==> config.mk <==
export PLATFORM = sky130hd
export DESIGN_NAME = i2c_dac_slave
export DESIGN_NICKNAME = d
export VERILOG_FILES = /design/src/rtl/i2cdac_pkg.sv /design/src/rtl/i2cdac_deglitch.sv /design/src/rtl/i2cdac_bus_events.sv /design/src/rtl/i2cdac_engine.sv /design/src/rtl/i2c_dac_slave.sv
export SDC_FILE = /design/constraint.sdc
export NUM_CORES = 1
export LEC_CHECK = 0
export BUFFER_PORTS_ARGS = -buffer_cell sky130_fd_sc_hd__buf_2
export CAP_MARGIN = 20
export CORE_MARGIN = 2
export CORE_UTILIZATION = 53
export DETAILED_ROUTE_END_ITERATION = 8
export HOLD_SLACK_MARGIN = 0.15
export PLACE_DENSITY = 0.75
export SETUP_SLACK_MARGIN = 0.3
export SLEW_MARGIN = 30
export SYNTH_ARGS = -nofsm -noshare
export SYNTH_HDL_FRONTEND = slang
export SYNTH_SLANG_ARGS = --single-unit
export TNS_END_PERCENT = 5
==> constraint.sdc <==
create_clock -name clk -period 2 [get_ports clk]
set_clock_uncertainty 0.05 [all_clocks]
set_input_delay 0.1 -clock clk [delete_from_list [all_inputs] [get_ports clk]]
set_output_delay 0.1 -clock clk [all_outputs]
set_load 0.01 [all_outputs]
==> src/rtl/i2cdac_pkg.sv <==
package i2cdac_pkg;

  localparam int BYTE_W = 8;
  localparam int WORD_W = 16;
  localparam int CODE_W = 12;
  localparam int PD_W   = 2;
  localparam int BIT_CNT_W = $clog2(BYTE_W + 1);

  localparam logic [6:0] BCAST_ADDR  = 7'b1001000;
  localparam logic [4:0] HS_CODE_TOP = 5'b00001;

  typedef enum logic [2:0] {
    ST_IDLE,
    ST_ADDR,
    ST_ADDR_ACK,
    ST_WR,
    ST_WR_ACK,
    ST_RD,
    ST_RD_MACK,
    ST_SKIP
  } eng_state_t;

endpackage

==> src/rtl/i2cdac_deglitch.sv <==
module i2cdac_deglitch #(
  parameter int SYNC_STAGES = 2,
  parameter int VOTE_TAPS   = 3
) (
  input  logic clk,
  input  logic rst,
  input  logic raw,
  output logic clean
);
  localparam int CW = $clog2(VOTE_TAPS + 1);
  localparam logic [CW-1:0] HALF = CW'(VOTE_TAPS / 2);

  logic [SYNC_STAGES-1:0] sync_q;
  logic [VOTE_TAPS-1:0]   taps_q;
  logic [CW-1:0]          ones;

  always_ff @(posedge clk) begin
    if (rst) begin
      sync_q <= '1;
      taps_q <= '1;
      clean  <= 1'b1;
    end else begin
      sync_q <= {sync_q[SYNC_STAGES-2:0], raw};
      taps_q <= {taps_q[VOTE_TAPS-2:0], sync_q[SYNC_STAGES-1]};
      clean  <= (ones > HALF);
    end
  end

  always_comb begin
    ones = '0;
    for (int i = 0; i < VOTE_TAPS; i++) begin
      ones = ones + {{(CW-1){1'b0}}, taps_q[i]};
    end
  end

endmodule

==> src/rtl/i2cdac_bus_events.sv <==
module i2cdac_bus_events (
  input  logic clk,
  input  logic rst,
  input  logic scl,
  input  logic sda,
  output logic scl_rise,
  output logic scl_fall,
  output logic start_det,
  output logic stop_det
);
  logic scl_q, sda_q;

  always_ff @(posedge clk) begin
    if (rst) begin
      scl_q <= 1'b1;
      sda_q <= 1'b1;
    end else begin
      scl_q <= scl;
      sda_q <= sda;
    end
  end

  assign scl_rise  = scl & ~scl_q;
  assign scl_fall  = ~scl & scl_q;
  assign start_det = scl & scl_q & sda_q & ~sda;
  assign stop_det  = scl & scl_q & ~sda_q & sda;

endmodule

==> src/rtl/i2cdac_engine.sv <==
module i2cdac_engine
  import i2cdac_pkg::*;
(
  input  logic              clk,
  input  logic              rst,
  input  logic              scl_rise,
  input  logic              scl_fall,
  input  logic              start_det,
  input  logic              stop_det,
  input  logic              sda_in,
  input  logic [6:0]        own_addr,
  output logic              sda_oe,
  output logic [CODE_W-1:0] code,
  output logic [PD_W-1:0]   pd,
  output logic              update,
  output logic              hs_flag,
  output logic              lock_pulse
);
  localparam int HI_KEEP = WORD_W - BYTE_W - 2;

  eng_state_t            state;
  logic [BIT_CNT_W-1:0]  bitcnt;
  logic [BYTE_W-1:0]     shreg;
  logic [HI_KEEP-1:0]    hi_q;
  logic [WORD_W-1:0]     word_q;
  logic [WORD_W-1:0]     tx_q;
  logic                  rw_q, lo_phase, mack_ok, hs_pend, locked;

  wire byte_done = scl_fall && (bitcnt == BIT_CNT_W'(BYTE_W));

  always_ff @(posedge clk) begin
    if (rst) begin
      state      <= ST_IDLE;
      bitcnt     <= '0;
      shreg      <= '0;
      hi_q       <= '0;
      word_q     <= '0;
      tx_q       <= '0;
      rw_q       <= 1'b0;
      lo_phase   <= 1'b0;
      mack_ok    <= 1'b0;
      hs_pend    <= 1'b0;
      hs_flag    <= 1'b0;
      locked     <= 1'b0;
      sda_oe     <= 1'b0;
      update     <= 1'b0;
      lock_pulse <= 1'b0;
    end else begin
      update     <= 1'b0;
      lock_pulse <= 1'b0;
      if (stop_det) begin
        state   <= ST_IDLE;
        sda_oe  <= 1'b0;
        hs_flag <= 1'b0;
        hs_pend <= 1'b0;
      end else if (start_det) begin
        state  <= ST_ADDR;
        bitcnt <= '0;
        sda_oe <= 1'b0;
        if (hs_pend) begin
          hs_flag <= 1'b1;
          hs_pend <= 1'b0;
        end
      end else begin
        case (state)
          ST_ADDR: begin
            if (scl_rise) begin
              shreg  <= {shreg[BYTE_W-2:0], sda_in};
              bitcnt <= bitcnt + 1'b1;
            end else if (byte_done) begin
              if (shreg[7:3] == HS_CODE_TOP) begin
                hs_pend <= 1'b1;
                state   <= ST_SKIP;
              end else if (shreg[7:1] == own_addr) begin
                sda_oe <= 1'b1;
                rw_q   <= shreg[0];
                state  <= ST_ADDR_ACK;
                if (!locked) begin
                  locked     <= 1'b1;
                  lock_pulse <= 1'b1;
                end
              end else if (shreg[7:1] == BCAST_ADDR && !shreg[0]) begin
                sda_oe <= 1'b1;
                rw_q   <= 1'b0;
                state  <= ST_ADDR_ACK;
              end else begin
                state <= ST_SKIP;
              end
            end
          end
          ST_ADDR_ACK: begin
            if (scl_fall) begin
              bitcnt   <= '0;
              lo_phase <= 1'b0;
              if (rw_q) begin
                tx_q   <= word_q;
                sda_oe <= ~word_q[WORD_W-1];
                state  <= ST_RD;
              end else begin
                sda_oe <= 1'b0;
                state  <= ST_WR;
              end
            end
          end
          ST_WR: begin
            if (scl_rise) begin
              shreg  <= {shreg[BYTE_W-2:0], sda_in};
              bitcnt <= bitcnt + 1'b1;
            end else if (byte_done) begin
              sda_oe <= 1'b1;
              state  <= ST_WR_ACK;
              if (!lo_phase) hi_q <= shreg[HI_KEEP-1:0];
            end
          end
          ST_WR_ACK: begin
            if (scl_rise && lo_phase) begin
              word_q <= {2'b00, hi_q, shreg};
              update <= 1'b1;
            end else if (scl_fall) begin
              sda_oe   <= 1'b0;
              bitcnt   <= '0;
              lo_phase <= ~lo_phase;
              state    <= ST_WR;
            end
          end
          ST_RD: begin
            if (scl_rise) begin
              bitcnt <= bitcnt + 1'b1;
            end else if (byte_done) begin
              sda_oe <= 1'b0;
              state  <= ST_RD_MACK;
            end else if (scl_fall) begin
              tx_q   <= {tx_q[WORD_W-2:0], 1'b0};
              sda_oe <= ~tx_q[WORD_W-2];
            end
          end
          ST_RD_MACK: begin
            if (scl_rise) begin
              mack_ok <= ~sda_in;
            end else if (scl_fall) begin
              if (mack_ok && !lo_phase) begin
                lo_phase <= 1'b1;
                bitcnt   <= '0;
                tx_q     <= {tx_q[WORD_W-2:0], 1'b0};
                sda_oe   <= ~tx_q[WORD_W-2];
                state    <= ST_RD;
              end else begin
                state <= ST_SKIP;
              end
            end
          end
          default: ;
        endcase
      end
    end
  end

  assign code = word_q[CODE_W-1:0];
  assign pd   = word_q[CODE_W+PD_W-1:CODE_W];

endmodule

==> src/rtl/i2c_dac_slave.sv <==
module i2c_dac_slave
  import i2cdac_pkg::*;
#(
  parameter int SYNC_STAGES = 2,
  parameter int VOTE_TAPS   = 3
) (
  input  logic              clk,
  input  logic              rst,
  input  logic              scl_i,
  input  logic              sda_i,
  input  logic [6:0]        own_addr,
  output logic              sda_oe,
  output logic [CODE_W-1:0] dac_code,
  output logic [PD_W-1:0]   dac_pd,
  output logic              dac_update,
  output logic              hs_mode,
  output logic              addr_lock
);
  localparam int LINES = 2;

  logic [LINES-1:0] raw_lines, clean_lines;
  logic scl_rise, scl_fall, start_det, stop_det;

  assign raw_lines = {sda_i, scl_i};

  for (genvar g = 0; g < LINES; g++) begin : g_line
    i2cdac_deglitch #(
      .SYNC_STAGES(SYNC_STAGES),
      .VOTE_TAPS  (VOTE_TAPS)
    ) u_filt (
      .clk  (clk),
      .rst  (rst),
      .raw  (raw_lines[g]),
      .clean(clean_lines[g])
    );
  end

  i2cdac_bus_events u_events (
    .clk      (clk),
    .rst      (rst),
    .scl      (clean_lines[0]),
    .sda      (clean_lines[1]),
    .scl_rise (scl_rise),
    .scl_fall (scl_fall),
    .start_det(start_det),
    .stop_det (stop_det)
  );

  i2cdac_engine u_engine (
    .clk       (clk),
    .rst       (rst),
    .scl_rise  (scl_rise),
    .scl_fall  (scl_fall),
    .start_det (start_det),
    .stop_det  (stop_det),
    .sda_in    (clean_lines[1]),
    .own_addr  (own_addr),
    .sda_oe    (sda_oe),
    .code      (dac_code),
    .pd        (dac_pd),
    .update    (dac_update),
    .hs_flag   (hs_mode),
    .lock_pulse(addr_lock)
  );

endmodule

==> metrics.md, run 1 <==
| Metric | Value |
|---|---|
| First-pass iteration count of the detailed router | `5` |
| Post-Route WL | `between 8000 and 9000 um` |
| Routed wire per std cell | `about 17 um` |
| Row cnt | `29` |
| CP peak stage delay | `approximately 0.38 ns` |
| Compound-Gate Fraction of Synth Area | `0.152` |
| Synth Area in XOR/XNOR | `0.0289` |
| Pwr dens | `just over 700 mW/mm^2` |
| Core area | `0.00624 sq mm` |
| Ys async rst share | `0` |
| Library cells used by synthesis | `between 50 and 60` |
| Fillers | `roughly 480` |
| GRT Total Usage | `0.243` |
| Width of the die | `83.8 um` |
| Hold Startpoint | `g_line[0].u_filt.sync_q[0]` |
| Crit path kind | `reg -> reg` |
| Net count, final | `between 400 and 500` |
| Synth Area in Simple Gates | `0.211` |
| Worst-case clock buffer depth | `2` |
| Post-Synth Adder-Cell Area | `0.0148` |
| Area after DPL | `between 0.003 and 0.004 sq mm` |
| Slew Viols, Final | `0` |
| R2R depth | `7` |
| Diode count | `0` |
| Max-cap violations | `0` |
| DRT iter0 DRCs | `266` |
| Sequential Area | `0.00148 sq mm` |
| Setup TNS | `0 ns` |
| H-tree level count | `3` |
| Hold WS | `0.362 ns` |
| Max Freq | `between 0.5 and 0.6 GHz` |
| CTS tree | `yes` |
| Startpoint Class | `flop` |
| Multi-input gate area in the final layout | `approximately 0.0018 sq mm` |
| Seq cells post-synth | `between 70 and 80` |
| Worst r2r src | `u_engine.state[0]` |
| Share of cells above drive strength 1 | `0.306` |
| EDFF count, synth | `0` |
| Worst relative slew slack | `0.754` |
| Hold Path Depth | `1` |
| Worst-Margin Slew | `approximately 0.37 ns` |
| Reg-to-reg slack, setup | `roughly 0.12 ns` |
| Mean Syn Cell Area | `around 9 sq um` |
| Critical Path RT | `~2.2 ns` |
| Finished Cell Area | `0.00418 sq mm` |
| Synth Net Count | `between 300 and 400` |
| Largest net degree at the start of global routing | `just under 50` |
| Hold Path End | `g_line[0].u_filt.sync_q[1]` |
| Ys flop type | `dfxtp_1` |
| Highest-delay cell along the critical path | `or3_1` |
| Total gr overflow | `0` |
| Post-synthesis cell area | `0.00337 sq mm` |
| Highest fanout seen on the critical path | `7` |
| RSZ-0062 raised after global routing | `yes` |
| Synth area leaders | `dfxtp_1 (43%), mux2i_1 (10%), a21oi_1 (4.7%), nor2_1 (3.6%), or3_1 (2.6%)` |
| Area growth syn-to-layout | `23.8%` |
| Lkg Pwr | `approximately 1.9 nW` |
| Crit path time final | `1.88 ns` |
| Clk root buf | `clkbuf_8` |
| Worst min path class | `reg -> reg` |
| Port Buffers | `28` |
| CTS sink count | `between 70 and 80` |
| Clock slew at reported path FFs | `about 0.090 ns` |
| Cells after Synth | `~370` |
| Initial antenna violation count | `0` |
| Post-synth top area share | `0.433` |
| Routed via count | `~2900` |
| Tcrit/Tclk final | `0.940` |
| Mux contribution to synthesized area | `0.107` |
| Yosys top cell by area | `dfxtp_1` |
| Die H | `between 80 and 90 um` |
| Largest family of logic cells by synthesized area | `simple AND/OR/NAND/NOR gates` |
| Crit path capture type | `flop` |
| Register area share after synthesis | `0.433` |
| Area of the die | `between 0.007 and 0.008 sq mm` |
| Synth warn | `0` |
| Count of final setup violators | `0` |
| Status | `complete, no violations` |
| Peak VDD IR | `~0.52 mV` |
| Fin. Hold Viols | `0` |
| DP HPWL | `slightly below 5000 um` |
| Reg2reg end | `u_engine.tx_q[1]` |
| # IOs | `29` |
| CP arrival | `about 2.1 ns` |
| Vias per inst | `5.86` |
| Worst-Skew Late Latency | `0.35 ns` |
| Num CTS Buffers | `9` |
| Final ANT Viol Nets | `0` |
| # DRC | `0` |
| Vias in the first global route | `approximately 2800` |
| Global-route wire length before repair | `13600 um` |
| Crit path cell chain | `buf_12 -> nor3b_4 -> a32o_2 -> o21ai_4 -> bufbuf_16 -> or3_1 -> a21oi_2` |
| Gpl congestion | `about 0.90` |
| Starting density of the core | `0.541` |
## how the worst max path moves through the flow
stage                       startpoint                 to  slack [ns]  cells past startpoint
detailed placement  u_engine.bitcnt[1]  u_engine.state[1]        0.12                      8
global route         u_engine.state[0]   u_engine.tx_q[1]        0.06                      7
CTS                  u_engine.state[0]  u_engine.tx_q[14]        0.17                      7
global placement     u_engine.state[0]  u_engine.tx_q[14]        0.13                      7
finish               u_engine.state[0]   u_engine.tx_q[1]        0.12                      7
floorplan           u_engine.bitcnt[0]  u_engine.tx_q[14]        0.22                      8
## per-stage QoR
| stage | util | cells | power, mW | setup WS [ns] |
|---|---|---|---|---|
| floorplan | - | 368 | 1.62 | 0.218 |
| detailed placement | 0.586 | 467 | 1.66 | 0.119 |
| global route | 0.669 | 498 | 3.09 | 0.0646 |
| global placement | 0.586 | 467 | 1.66 | 0.133 |
| CTS | 0.652 | 494 | 2.97 | 0.169 |
| finish | 0.669 | 498 | 2.98 | 0.120 |
## registers in the layout (all words and copies together) (netlist names)
register,cells
u_engine.word_q,14
g_line.u_filt.taps_q,6
u_engine.state,3
u_engine.locked,1
u_engine.lo_phase,1
u_engine.hs_flag,1
u_engine.rw_q,1
u_engine.sda_oe,1
u_engine.bitcnt,4
u_events.scl_q,1
u_engine.mack_ok,1
u_engine.hs_pend,1
g_line.u_filt.sync_q,4
u_engine.shreg,8
u_engine.update,1
u_events.sda_q,1
u_engine.tx_q,15
u_engine.hi_q,6
u_engine.lock_pulse,1
g_line.u_filt.clean,2
## synth_stat cells, drive strengths merged (2+ instances only)
cell type,count
nor2b,4
o21ai,19
or2,14
a211o,3
nand4b,2
clkbuf,11
ha,4
o22ai,2
o221ai,2
or3,14
nand2,24
o211ai,2
nand2b,8
nor3,6
nor2,32
nand3b,4
a211oi,3
inv,8
a31oi,3
a2111oi,2
and2,4
dfxtp,73
buf,14
nand4,3
a21oi,35
xor2,9
and3,2
mux2i,35
nand3,7
## routing by layer
layer | wire length (um) | share of wire | track usage
met1 | 3760 | 0.45 | 0.328
met2 | 3940 | 0.47 | 0.385
met3 | 457 | 0.055 | 0.0376
met4 | 204 | 0.024 | 0.109
met5 | 0 | 0 | 0
## critical path: cells and delay by family, from the launching register on
kind,cells,cell delay [ns]
buf+inv,2,0.41
simple gates,2,0.57
compound gates,3,0.44
flops,1,0.36
## cells by family after synthesis
group / after synthesis
compound gates: 81
xor+xnor: 9
fa+ha+maj: 4
buf+inv: 33
flops: 73
mux: 36
simple gates: 132
## power by group
| part | internal, mW | total [mW] | switching, mW | leakage, nW |
|---|---|---|---|---|
| combinational | 0.0874 | 0.190 | 0.103 | 1.15 |
| sequential | 1.46 | 1.47 | 0.00901 | 0.594 |
| clock | 0.746 | 1.32 | 0.576 | 0.114 |
| total | 2.29 | 2.98 | 0.688 | 1.86 |
## cell usage in the layout, fill, tap and decap left out, drive strengths merged, types with 11 or more instances in the layout
cell     n
nand2   24
or2     14
buf     57
o21ai   19
dfxtp   73
nor2    32
clkbuf  11
or3     14
mux2i   35
a21oi   35
## timing repair
action                                  4_1_cts  5_1_grt
gates resized for setup                      19       19
cloned                                        3        0
hold buffers                                  3        0
buffers inserted                              5        4
endpoints found under the setup margin       43       44
hold endpoints to repair                      4        0
pin swaps                                     5       16
## cell type report
class,instances,share of cell area
clock buffer,11,0.0338
clock inverter,5,0.0207
inverter,8,0.00719
multi-input combinational,262,0.443
sequential,73,0.355
tap,77,0.0231
timing repair buffer,62,0.118
No activity file was read; power rests on OpenSTA's default activity.
==> run 2, diff against run 1 <==
--- a/config.mk
+++ b/config.mk
@@ -8,12 +8,11 @@
 export BUFFER_PORTS_ARGS = -buffer_cell sky130_fd_sc_hd__buf_2
 export CAP_MARGIN = 20
 export CORE_MARGIN = 2
-export CORE_UTILIZATION = 53
+export CORE_UTILIZATION = 45
 export DETAILED_ROUTE_END_ITERATION = 8
 export HOLD_SLACK_MARGIN = 0.15
-export PLACE_DENSITY = 0.75
+export PLACE_DENSITY = 0.65
 export SETUP_SLACK_MARGIN = 0.3
-export SLEW_MARGIN = 30
 export SYNTH_ARGS = -nofsm -noshare
 export SYNTH_HDL_FRONTEND = slang
 export SYNTH_SLANG_ARGS = --single-unit
==> run 2 against run 1 <==
Total power decreased by 8.3%. Wire length decreased by 6.5%. Clock power decreased by 17%. Global-route usage decreased by 5.2 points. Worst hold slack got worse by 0.20 ns. Sequential cell count unchanged. First-iteration DRC count increased by 29%. Via count decreased by 6.0%. Fmax increased by 2.0%. Worst setup slack improved by 0.037 ns. Sequential share of layout area increased by 0.81 points. Utilization decreased by 11 points. Largest cell class unchanged.
==> metrics.md, run 2 (synthesis gave the netlist of run 1 again) <==
| Metric | Value |
|---|---|
| Routed via count | `roughly 2700` |
| Area of the die | `between 0.008 and 0.009 sq mm` |
| Top Registers | `u_engine.tx_q: 15 flops, u_engine.word_q: 14 flops, u_engine.shreg: 8 flops` |
| Fillers | `about 660` |
| RSZ-0062 raised after global routing | `yes` |
| Max-cap violations | `0` |
| Fin. Hold Viols | `0` |
| Tcrit/Tclk final | `0.922` |
| Startpoint Class | `flop` |
| Port Buffers | `28` |
| Worst-case clock buffer depth | `2` |
| Clk root buf | `clkbuf_8` |
| Commonest non-fill, non-tap cell in the layout | `dfxtp_1` |
| Vias in the first global route | `between 2000 and 3000` |
| Width of the die | `90.6 um` |
| Starting density of the core | `0.465` |
| Crit path kind | `reg -> reg` |
| Die H | `90.6 um` |
| Share of cells above drive strength 1 | `0.280` |
| Max Freq | `~0.54 GHz` |
| Largest net degree at the start of global routing | `42` |
| CP arrival | `2.07 ns` |
| Global-route wire length before repair | `about 13000 um` |
| Area growth syn-to-layout | `20.4%` |
| Lkg Pwr | `around 1.8 nW` |
| First-pass iteration count of the detailed router | `4` |
| Setup TNS | `0 ns` |
| Worst-Margin Slew | `~0.46 ns` |
| CTS sink count | `73` |
| Core area | `just over 0.007 sq mm` |
| Largest Register | `u_engine.tx_q` |
| Peak VDD IR | `0.392 mV` |
| Post-Route WL | `~7800 um` |
| GRT Total Usage | `0.191` |
| # DRC | `0` |
| Slew Viols, Final | `0` |
| DRT iter0 DRCs | `342` |
| Gpl congestion | `0.876` |
| Crit path time final | `between 1.5 and 2 ns` |
| Vias per inst | `about 5.3` |
| Worst relative slew slack | `0.691` |
| CTS tree | `yes` |
| Row cnt | `31` |
| DP HPWL | `approximately 5200 um` |
| Diode count | `0` |
| Worst-Skew Late Latency | `between 0.3 and 0.4 ns` |
| Commonest cells after routing, fill and taps aside | `dfxtp_1 (66), mux2i_1 (34), nor2_1 (31)` |
| H-tree level count | `3` |
| Finished Cell Area | `between 0.004 and 0.005 sq mm` |
| Critical Path RT | `approximately 2.2 ns` |
| Final ANT Viol Nets | `0` |
| Number of flip-flops in the largest register | `15` |
| Highest fanout seen on the critical path | `30` |
| Pwr dens | `673 mW/mm^2` |
| Num CTS Buffers | `9` |
| Initial antenna violation count | `0` |
| Status | `complete, no violations` |
| Net count, final | `~430` |
| Total gr overflow | `0` |
| Area after DPL | `~0.0037 sq mm` |
| Routed wire per std cell | `15.2 um` |
| Crit path capture type | `flop` |
| Clock slew at reported path FFs | `about 0.09 ns` |
| Final core utilization | `0.560` |
| # IOs | `29` |
| Count of final setup violators | `0` |
| Worst min path class | `in -> reg` |
-- run 2: metrics by stage --
stage / power, mW / hold WS (ns) / cells / setup WS (ns)
2_1_floorplan: 1.62 / 0.154 / 368 / 0.218
3_3_place_gp: 1.67 / 0.234 / 491 / 0.176
3_5_place_dp: 1.67 / 0.240 / 491 / 0.178
4_1_cts: 2.75 / 0.150 / 510 / 0.166
5_1_grt: 2.85 / 0.182 / 514 / 0.110
6_report: 2.74 / 0.161 / 514 / 0.157
-- run 2: layout make-up --
cell class,instances,area (sq um),area share
tap,99,124,0.0305
timing repair buffer,56,460,0.113
sequential,73,1480,0.363
clock inverter,7,58.8,0.0145
multi-input combinational,262,1790,0.441
inverter,8,30.0,0.00739
clock buffer,9,124,0.0305
-- run 2: layer usage --
metal,up-vias,part of all wire,global-route usage,wire [um]
li1,1383,-,-,-
met1,1303,0.51,0.271,3960
met2,51,0.45,0.294,3490
met3,7,0.037,0.0351,288
met4,0,0.0092,0.0615,72
met5,-,0,0,0
-- run 2: report_power, final --
group | leakage, nW | internal (mW) | switching [mW]
clock network | 0.0925 | 0.472 | 0.623
registers | 0.592 | 1.46 | 0.00759
logic | 1.08 | 0.0730 | 0.0976
-- run 2: worst paths after layout --
kind | start | end | slack (ns) | cells after the start
hold / removal | rst | u_engine.locked | 0.16 | 2
setup reg to reg | u_engine.state[1] | u_engine.tx_q[14] | 0.16 | 7
hold reg to reg | g_line[1].u_filt.sync_q[1] | g_line[1].u_filt.taps_q[0] | 0.37 | 1
setup / recovery | u_engine.state[1] | u_engine.tx_q[14] | 0.16 | 7
-- run 2: what timing repair did --
action	4_1_cts	5_1_grt
gates resized for setup	2	20
endpoints found under the hold margin	2	0
pin swaps	3	3
hold buffers	2	0
gates cloned	0	2
endpoints found under the setup margin	24	32
setup buffers	1	2
-- run 2: critical path: stages, from the launching register on --
cell and delay [ns]:
dfxtp_2 0.33, buf_12 0.15, and3b_2 0.24, a21oi_4 0.15
o21ai_2 0.09, buf_12 0.16, or4b_4 0.48, a21oi_2 0.11
